--- src/rtl/tas_pkg.sv ---
package tas_pkg;
  typedef enum logic {DIR_ABOVE = 1'b0, DIR_BELOW = 1'b1} dir_e;

  // hysteresis margin in LSB for a given fractional width
  function automatic int hyst_steps(input logic [1:0] code, input int frac);
    case (code)
      2'd0:    return 0;
      2'd1:    return 3 << (frac - 1);
      2'd2:    return 3 << frac;
      default: return 3 << (frac + 1);
    endcase
  endfunction
endpackage

--- src/rtl/tas_limit_cmp.sv ---
module tas_limit_cmp #(
  parameter int TEMP_W = 13,
  parameter int FRAC_BITS = 4,
  parameter tas_pkg::dir_e DIR = tas_pkg::DIR_ABOVE
) (
  input  logic                     clk,
  input  logic                     rst_n,
  input  logic                     smp_fire,
  input  logic signed [TEMP_W-1:0] temp,
  input  logic signed [TEMP_W-1:0] limit,
  input  logic [1:0]               hyst_code,
  output logic                     flag,
  output logic                     flag_rise
);
  localparam int EW = TEMP_W + 2;

  logic signed [EW-1:0] t_x, l_x, h_x, edge_x;
  logic trip, hold, nxt;

  always_comb begin
    t_x = EW'(temp);
    l_x = EW'(limit);
    h_x = EW'(tas_pkg::hyst_steps(hyst_code, FRAC_BITS));
    if (DIR == tas_pkg::DIR_ABOVE) begin
      edge_x = l_x - h_x;
      trip   = t_x > l_x;
      hold   = t_x > edge_x;
    end else begin
      edge_x = l_x + h_x;
      trip   = t_x < l_x;
      hold   = t_x < edge_x;
    end
    nxt       = trip | (flag & hold);
    flag_rise = smp_fire & nxt & ~flag;
  end

  always_ff @(posedge clk or negedge rst_n) begin
    if (!rst_n)        flag <= 1'b0;
    else if (smp_fire) flag <= nxt;
  end

  assert_hold_without_sample_R12: assert property (@(posedge clk) disable iff (!rst_n)
    !smp_fire |=> $stable(flag));
  // a sample beyond the limit sets the flag
  assert_trip_sets_flag_R2: assert property (@(posedge clk) disable iff (!rst_n)
    (smp_fire && trip) |=> flag);
  // inside the hysteresis band a set flag stays set
  assert_band_keeps_flag_R3: assert property (@(posedge clk) disable iff (!rst_n)
    (smp_fire && flag && hold) |=> flag);
endmodule

--- src/rtl/tas_event_latch.sv ---
module tas_event_latch (
  input  logic clk,
  input  logic rst_n,
  input  logic arm,
  input  logic set_req,
  input  logic clr_req,
  output logic lat
);
  always_ff @(posedge clk or negedge rst_n) begin
    if (!rst_n)       lat <= 1'b0;
    else if (!arm)    lat <= 1'b0;
    else if (set_req) lat <= 1'b1;
    else if (clr_req) lat <= 1'b0;
  end

  assert_latch_holds_R7: assert property (@(posedge clk) disable iff (!rst_n)
    (arm && lat && !clr_req) |=> lat);
  assert_set_beats_clear_R8: assert property (@(posedge clk) disable iff (!rst_n)
    (arm && set_req) |=> lat);
  assert_disarm_clears_R11: assert property (@(posedge clk) disable iff (!rst_n)
    !arm |=> !lat);
endmodule

--- src/rtl/thermal_event_out.sv ---
module thermal_event_out #(
  parameter int TEMP_W = 13,
  parameter int FRAC_BITS = 4
) (
  input  logic                     clk,
  input  logic                     rst_n,
  input  logic                     smp_valid,
  output logic                     smp_ready,
  input  logic signed [TEMP_W-1:0] smp_temp,
  input  logic signed [TEMP_W-1:0] lim_upper,
  input  logic signed [TEMP_W-1:0] lim_lower,
  input  logic signed [TEMP_W-1:0] lim_crit,
  input  logic                     cfg_evt_en,
  input  logic                     cfg_int_mode,
  input  logic                     cfg_active_high,
  input  logic                     cfg_crit_only,
  input  logic [1:0]               cfg_hyst,
  input  logic                     clr_event,
  output logic                     evt_pull_low,
  output logic                     st_above_upper,
  output logic                     st_below_lower,
  output logic                     st_above_crit
);
  localparam int NLIM = 3;

  logic smp_fire;
  logic signed [TEMP_W-1:0] lim_arr [NLIM];
  logic [NLIM-1:0] flags, rises;
  logic int_arm, lat, evt_active;

  assign smp_ready  = 1'b1;
  assign smp_fire   = smp_valid & smp_ready;
  assign lim_arr[0] = lim_upper;
  assign lim_arr[1] = lim_lower;
  assign lim_arr[2] = lim_crit;

  for (genvar g = 0; g < NLIM; g++) begin : g_lim
    localparam tas_pkg::dir_e D = (g == 1) ? tas_pkg::DIR_BELOW : tas_pkg::DIR_ABOVE;
    tas_limit_cmp #(.TEMP_W(TEMP_W), .FRAC_BITS(FRAC_BITS), .DIR(D)) u_cmp (
      .clk(clk), .rst_n(rst_n), .smp_fire(smp_fire), .temp(smp_temp),
      .limit(lim_arr[g]), .hyst_code(cfg_hyst),
      .flag(flags[g]), .flag_rise(rises[g])
    );
  end

  assign int_arm = cfg_evt_en & cfg_int_mode & ~cfg_crit_only;

  tas_event_latch u_latch (
    .clk(clk), .rst_n(rst_n), .arm(int_arm),
    .set_req(rises[0] | rises[1]), .clr_req(clr_event), .lat(lat)
  );

  always_comb begin
    if (!cfg_evt_en)       evt_active = 1'b0;
    else if (cfg_crit_only) evt_active = flags[2];
    else if (cfg_int_mode)  evt_active = lat | flags[2];
    else                    evt_active = |flags;
  end

  assign evt_pull_low   = evt_active ^ cfg_active_high;
  assign st_above_upper = flags[0];
  assign st_below_lower = flags[1];
  assign st_above_crit  = flags[2];

  assert_crit_unclearable_R9: assert property (@(posedge clk) disable iff (!rst_n)
    (int_arm && st_above_crit) |-> evt_active);
  assert_disabled_idle_R11: assert property (@(posedge clk) disable iff (!rst_n)
    !cfg_evt_en |-> (evt_pull_low == cfg_active_high));
  assert_crit_only_R10: assert property (@(posedge clk) disable iff (!rst_n)
    (cfg_evt_en && cfg_crit_only && !st_above_crit) |-> !evt_active);
  assert_comparator_R6: assert property (@(posedge clk) disable iff (!rst_n)
    (cfg_evt_en && !cfg_int_mode && !cfg_crit_only && (st_above_upper || st_below_lower))
      |-> evt_active);
endmodule

--- config.mk ---
export PLATFORM = sky130hd
export DESIGN_NAME = thermal_event_out
export DESIGN_NICKNAME = d
export VERILOG_FILES = /design/src/rtl/tas_pkg.sv /design/src/rtl/tas_limit_cmp.sv /design/src/rtl/tas_event_latch.sv /design/src/rtl/thermal_event_out.sv
export SDC_FILE = /design/constraint.sdc
export NUM_CORES = 1
export LEC_CHECK = 0
export BUFFER_PORTS_ARGS = -buffer_cell sky130_fd_sc_hd__buf_2
export CAP_MARGIN = 10
export CORE_MARGIN = 2
export CORE_UTILIZATION = 35
export DETAILED_ROUTE_END_ITERATION = 10
export REMOVE_ABC_BUFFERS = 1
export SLEW_MARGIN = 20
export SYNTH_ARGS = -nofsm -noshare
export SYNTH_HDL_FRONTEND = slang
export SYNTH_SLANG_ARGS = --single-unit
--- constraint.sdc ---
create_clock -name clk -period 1.3 [get_ports clk]
set_input_delay 0.13 -clock clk [delete_from_list [all_inputs] [get_ports clk]]
set_output_delay 0.13 -clock clk [all_outputs]
set_load 0.02 [all_outputs]
# ---- Word level (Yosys, flattened, before mapping)
# Index checks and enable logic that the tools add are counted.
# W data, S select, Z words.
dict set report word_totals {
  latch_bits 0
  in_bits 62
  output_inout_bits 5
  mem_bits_rw 0
  mem_bits_ro 0
  word_cells 43
  n_memories 0
  reg_bits 4
}
dict set report op_classes {
  n_mux 7
  n_reduce_logical 2
  magnitude_cmp 6
  addsub 3
  div_mod_pow 0
  eq_ne 3
  n_mul 0
  shift 0
  bitwise_logic 18
}
# op count
set ops {}
lappend ops {{$sub A13 B8 Y14} 2}
lappend ops {{$gt A13 B13 Y1} 2}
lappend ops {{$pmux W7 S3} 1}
lappend ops {{$gt A13 B15 Y1} 1}
lappend ops {{$lt A13 B15 Y1} 1}
lappend ops {{$add A13 B8 Y14} 1}
lappend ops {{$gt A13 B14 Y1} 1}
lappend ops {{$lt A13 B13 Y1} 1}
lappend ops {{$and A1 B1 Y1} 9}
lappend ops {{$mux W1} 6}
lappend ops {{$or A1 B1 Y1} 5}
lappend ops {{$ne A3 B3 Y1 const B} 1}
lappend ops {{$not A1 Y1} 3}
lappend ops {{$reduce_or A3 Y1} 1}
lappend ops {{$eq A2 B1 Y1 const B} 1}
lappend ops {{$eq A2 B2 Y1 const B} 1}
lappend ops {{$logic_not A2 Y1} 1}
lappend ops {{$xor A1 B1 Y1} 1}

# ---- Depth between registers and ports, before layout
dict set report logic_depth {
  word_depth 11
  mapped_depth 17
  mapped_depth_nobuf 17
}

# ---- Modules after synthesis
# A second synthesis with hierarchy kept.
dict set report unflattened {
  cells_unflattened 365
  area_unflattened_um2 2902.8
}
# mod instances area_each_um2 cells_per_inst seq_area_each_um2
set by_module_without_submodules {}
lappend by_module_without_submodules {{tas_limit_cmp (g_lim[2].u_cmp)} 1 942.2 118 25.0}
lappend by_module_without_submodules {{tas_limit_cmp (g_lim[0].u_cmp)} 1 940.9 120 25.0}
lappend by_module_without_submodules {{tas_limit_cmp (g_lim[1].u_cmp)} 1 903.4 115 25.0}
lappend by_module_without_submodules {thermal_event_out 1 70.1 9 0.0}
lappend by_module_without_submodules {tas_event_latch 1 46.3 3 25.0}

# ---- Worst setup path before layout
# Ideal clock, no wire load.
dict set report synth_timing {
  path_type {input to register}
  from {input port cfg_hyst[1]}
  to {register g_lim[2].u_cmp.flag}
  setup_slack_ns -1.857
  path_stages 15
  setup_ns 0.126
  n_path_buf 0
  t_required_ns 1.174
  t_arrival_ns 3.031
  cell_sequence {inv_1 > ha_1 > ha_1 > nor2b_1 > o21ai_2 > a21oi_1 > or4_4 > nor4_4 > xnor2_1 > ha_1 > nand4_1 > nor2_1 > a21oi_1 > mux2_2 > a221o_1}
}
dict set report synth_via {
  elab_chain_cells 6
  elab_cells_between_ends 8
  classes_between {1 x add/sub; 1 x order compare; 2 x eq/ne; 1 x mux; 2 x bitwise; 1 x reduce/logical}
}
# element line
set synth_rtl {}
lappend synth_rtl {{start, declared} thermal_event_out.sv:17} ;# input logic [1:0] cfg_hyst,
lappend synth_rtl {{$eq A2 B2 Y1 (tied with other cells)} tas_pkg.sv:6} ;# case (code)
lappend synth_rtl {{$pmux W7 S3 (*)} tas_pkg.sv:6}
lappend synth_rtl {{$sub A13 B8 Y14 (*)} tas_limit_cmp.sv:25} ;# edge_x = l_x - h_x;
lappend synth_rtl {{$gt A13 B14 Y1 (*)} tas_limit_cmp.sv:27} ;# hold = t_x > edge_x;
lappend synth_rtl {{$and A1 B1 Y1 (*)} tas_limit_cmp.sv:33} ;# nxt = trip | (flag & hold);
lappend synth_rtl {{$or A1 B1 Y1 (*)} tas_limit_cmp.sv:33}
lappend synth_rtl {{end signal, assigned} tas_limit_cmp.sv:39} ;# else if (smp_fire) flag <= nxt;
lappend synth_rtl {{end, declared} tas_limit_cmp.sv:12} ;# output logic flag,
# Mark *: on every way between the ends. The rest lies on a longest branch, timed or not.
# A chain may end at the register's enable or synchronous reset.

# ---- Worst setup path in the final report
# Same ends and word-level chain as after synthesis.

==> impl_metrics.ini <==
[floorplanning]
num_io_pins = 67
die-area_um2 = 8500
chipWidth_um = 92.2
floorplan.initialDensity_pct = 35.6
placement_rows = 32
die-height_um = 92.2
core_um2 = 7650

[run]
max-cap-violations = 0

[final_layout]
final_layout_size_suffix_gt1_share_pct = 45.4
filler_cell_count = 709
finalNetCount = 661
number_of_antenna_cells_inserted = 0
final_cell_count_no_fill = 611
area_growth_syn_to_layout_pct = 60.7

[synthesis]
post_synth_arst_share_pct = 100
syn_avg_cell_area_um2 = 7.93
count_of_flip_flops_with_a_built_in_enable_after_synthesis = 0
synth_area_leader_cell = sky130_fd_sc_hd__ha_1
ys_seq_area_share_pct = 3.68
synth_area_um2 = 2720
synth_seq_cells = 4
synth.distinct_cells = 49
synth_most_common_cell = sky130_fd_sc_hd__ha_1
synth_area_leaders = sky130_fd_sc_hd__ha_1 (39%), sky130_fd_sc_hd__inv_1 (7.4%), sky130_fd_sc_hd__xnor2_1 (7.4%), sky130_fd_sc_hd__a21oi_1 (4.2%), sky130_fd_sc_hd__a21o_1 (4.1%)
share_of_the_synthesized_area_in_the_top_cell_type_pct = 39.1
synth_cells = 343
synth_warnings = 0
synth_ff_type = sky130_fd_sc_hd__dfrtp_1
ys_top_cells_by_count = sky130_fd_sc_hd__ha_1 (85), sky130_fd_sc_hd__inv_1 (54), sky130_fd_sc_hd__a21oi_1 (23), sky130_fd_sc_hd__xnor2_1 (23), sky130_fd_sc_hd__nand2_1 (19)

[setup_path]
crit_slowest_cell = sky130_fd_sc_hd__or4_4
worst_setup_path_startpoint = cfg_hyst[1]
r2r_slack_ns = -0.08
timing.critical_path.mode_cell = sky130_fd_sc_hd__ha_1
timing.rr.start = g_lim[1].u_cmp.flag
cp_bufs_invs = 2
critical_path.max_fanout = 3
cp.arrival_ns = 3.09
start_kind = input port
worst_path_largest_cell_delay_ns = 0.44
ff2ff_path_depth = 6
path_delay_family = simple AND/OR/NAND/NOR gates
worst_ep_required_ns = 1.40
critical_path.cell_chain = buf_8 > inv_4 > ha_4 > ha_1 > nor2b_1 > o21ai_2 > a21oi_2 > or4_4 > nor4_4 > xnor2_1 > ha_1 > nand4_1 > nor2_1 > a21oi_1 > mux2_2 > a221o_1
worst-setup-path-type = in2reg
timing.rr.end = g_lim[1].u_cmp.flag
worstSetupEndpointType = flop
wp_depth = 16
timing.critical_path.to = g_lim[2].u_cmp.flag

[sta]
fin_worst_hold_slack_ns = 0.0855
final_min_period_over_clock_period_pct = 230
finalSetupViolCount = 5
max_freq_mhz = 334
post-route-worst-setup-slack_ns = -1.70
report.final.slew_viol_count = 0
grt_setup_unrepaired = true
layout_min_cycle_time_ns = 3.00
clock-skew-final_ns = 0.000467
hold_viol = 0

[drt]
post_drt_via_cell_ratio = 5.07
ant_nets = 0
wl_per_cell_um = 14.1
drt_drc_violations_left = 0
drt_iter0_markers = 114
detail_route.first_pass.iterations = 4
routed_wl_mm = 8.59
num_vias = 3099

[global_route]
first_global_vias = 3224
grt_antenna_before_repair = 0
overflow = 0
largest_net_degree_at_the_start_of_global_routing = 8
grtUsageTotal_pct = 20.5
wire_length_of_the_first_global_routing_pass_mm = 14.1

[pwr]
internal_power_w = 0.00130
vdd_ir_drop_max_mv = 0.253
p_clk_share_pct = 11.7
sequential_share_of_power_pct = 7.2
power_density_nw_per_um2 = 521
net-switching-power_w = 0.000972
sw_share_pct = 42.7
portion_of_total_power_attributed_to_combinational_logic_pct = 81.1
total_leakage_power_nw = 2.24

[placement]
place.gp.congestion = 0.898
detailedPlacementHpwl_mm = 7.17
cell_total_after_placement = 602
portBuffers = 65

[cts]
htree_num_levels = 1
worst_setup_hold_path_clk_slew_ns = 0.03
tritoncts = built
cts.sinks = 4
cts-buffers-inserted = 3
worst_skew_pair.late_latency_ns = 0.22
cts.path.max_buffers = 2
ctsRootBufferMaster = sky130_fd_sc_hd__clkbuf_8

[hold_path]
min-delay-path-class = in2reg
hold_start = cfg_crit_only

[outcome]
run_status = complete, but fails checks
failed_checks = setup timing
==> final cells by class <==
type | count | area (um^2) | area share, %
Sequential cell | 4 | 100 | 2.29
Inverter | 54 | 213 | 4.86
Timing Repair Buffer | 164 | 1160 | 26.5
Clock buffer | 3 | 41.3 | 0.944
Tap cell | 102 | 128 | 2.92
Multi-Input combinational cell | 284 | 2730 | 62.5
==> how the worst min path moves through the flow <==
stage,end,depth (start not counted)
after CTS,u_latch.lat,2
after global routing,u_latch.lat,2
after global placement,u_latch.lat,1
after detailed placement,u_latch.lat,1
after floorplan,g_lim[0].u_cmp.flag,0
final,u_latch.lat,2
==> power by group through the flow <==
stage | Sequential [W] | Combinational, W | Clock, W
2_1_floorplan | 0.000202 | 0.000832 | 0
3_3_place_gp | 0.000172 | 0.00155 | 0
3_5_place_dp | 0.000172 | 0.00159 | 0
4_1_cts | 0.000163 | 0.00177 | 0.000266
5_1_grt | 0.000166 | 0.00206 | 0.000283
6_report | 0.000163 | 0.00185 | 0.000266
==> cells by family after synthesis <==
logic type	count (synthesis)	synth area share, %
AOI/OAI and AO/OA	82	21.2
xor gates and xnor gates	24	7.72
other	1	0.138
DFF	4	3.68
and+or+nand+nor	87	17.5
muxes	2	0.782
adders and majority gates	88	41.3
buffers and inverters	55	7.72
==> flip-flops by register name, summed over array words and instances, names as in the netlist <==
| name | flops |
|---|---|
| g_lim.u_cmp.flag | 3 |
| u_latch.lat | 1 |
==> layout by cell type, fill, tap and decap left out, types with 4 or more instances in the layout <==
cell                        n
sky130_fd_sc_hd__a21oi_1   15
sky130_fd_sc_hd__nor2_1    16
sky130_fd_sc_hd__a21oi_2   10
sky130_fd_sc_hd__nand3_1    4
sky130_fd_sc_hd__inv_4      4
sky130_fd_sc_hd__xnor2_1   22
sky130_fd_sc_hd__nand2_1   18
sky130_fd_sc_hd__ha_1      70
sky130_fd_sc_hd__nor2b_1    5
sky130_fd_sc_hd__o21ai_1    6
sky130_fd_sc_hd__ha_4      13
sky130_fd_sc_hd__inv_1     47
sky130_fd_sc_hd__buf_6     14
sky130_fd_sc_hd__buf_2     57
sky130_fd_sc_hd__nand4_1   11
sky130_fd_sc_hd__dfrtp_1    4
sky130_fd_sc_hd__a211oi_2   5
sky130_fd_sc_hd__o21ai_0    8
sky130_fd_sc_hd__buf_4     90
sky130_fd_sc_hd__a21o_1    15
==> per-stage QoR <==
step | power (W) | util [%] | worst slack, ns | TNS (ns) | cell area (um^2)
after global placement | 0.00172 | 50.5 | -2.06 | -6.68 | 3860
after detailed placement | 0.00176 | 50.5 | -2.17 | -6.99 | 3860
after floorplan | 0.00103 | - | -1.86 | -5.44 | 2710
final | 0.00228 | 57.2 | -1.70 | -5.26 | 4370
after global routing | 0.00251 | 57.2 | -1.84 | -5.92 | 4370
after CTS | 0.00220 | 55.7 | -1.72 | -5.18 | 4260
==> routing by layer <==
layer / track usage, % / vias to the layer above / routed length, um
met5: 0 / - / 0
met4: 5.85 / 0 / 238
met3: 0.904 / 18 / 295
met2: 38.1 / 77 / 4180
met1: 25.4 / 1430 / 3880
li1: - / 1574 / -
==> timing repair <==
| action | in CTS | in global routing |
|---|---|---|
| hold buffers | 1 | 0 |
| endpoints found under the hold margin | 4 | 0 |
| gates resized for setup | 74 | 17 |
| setup buffers | 2 | 5 |
| setup endpoints to repair | 5 | 5 |
| pin swaps | 38 | 26 |
No activity file was read; power rests on OpenSTA's default activity.
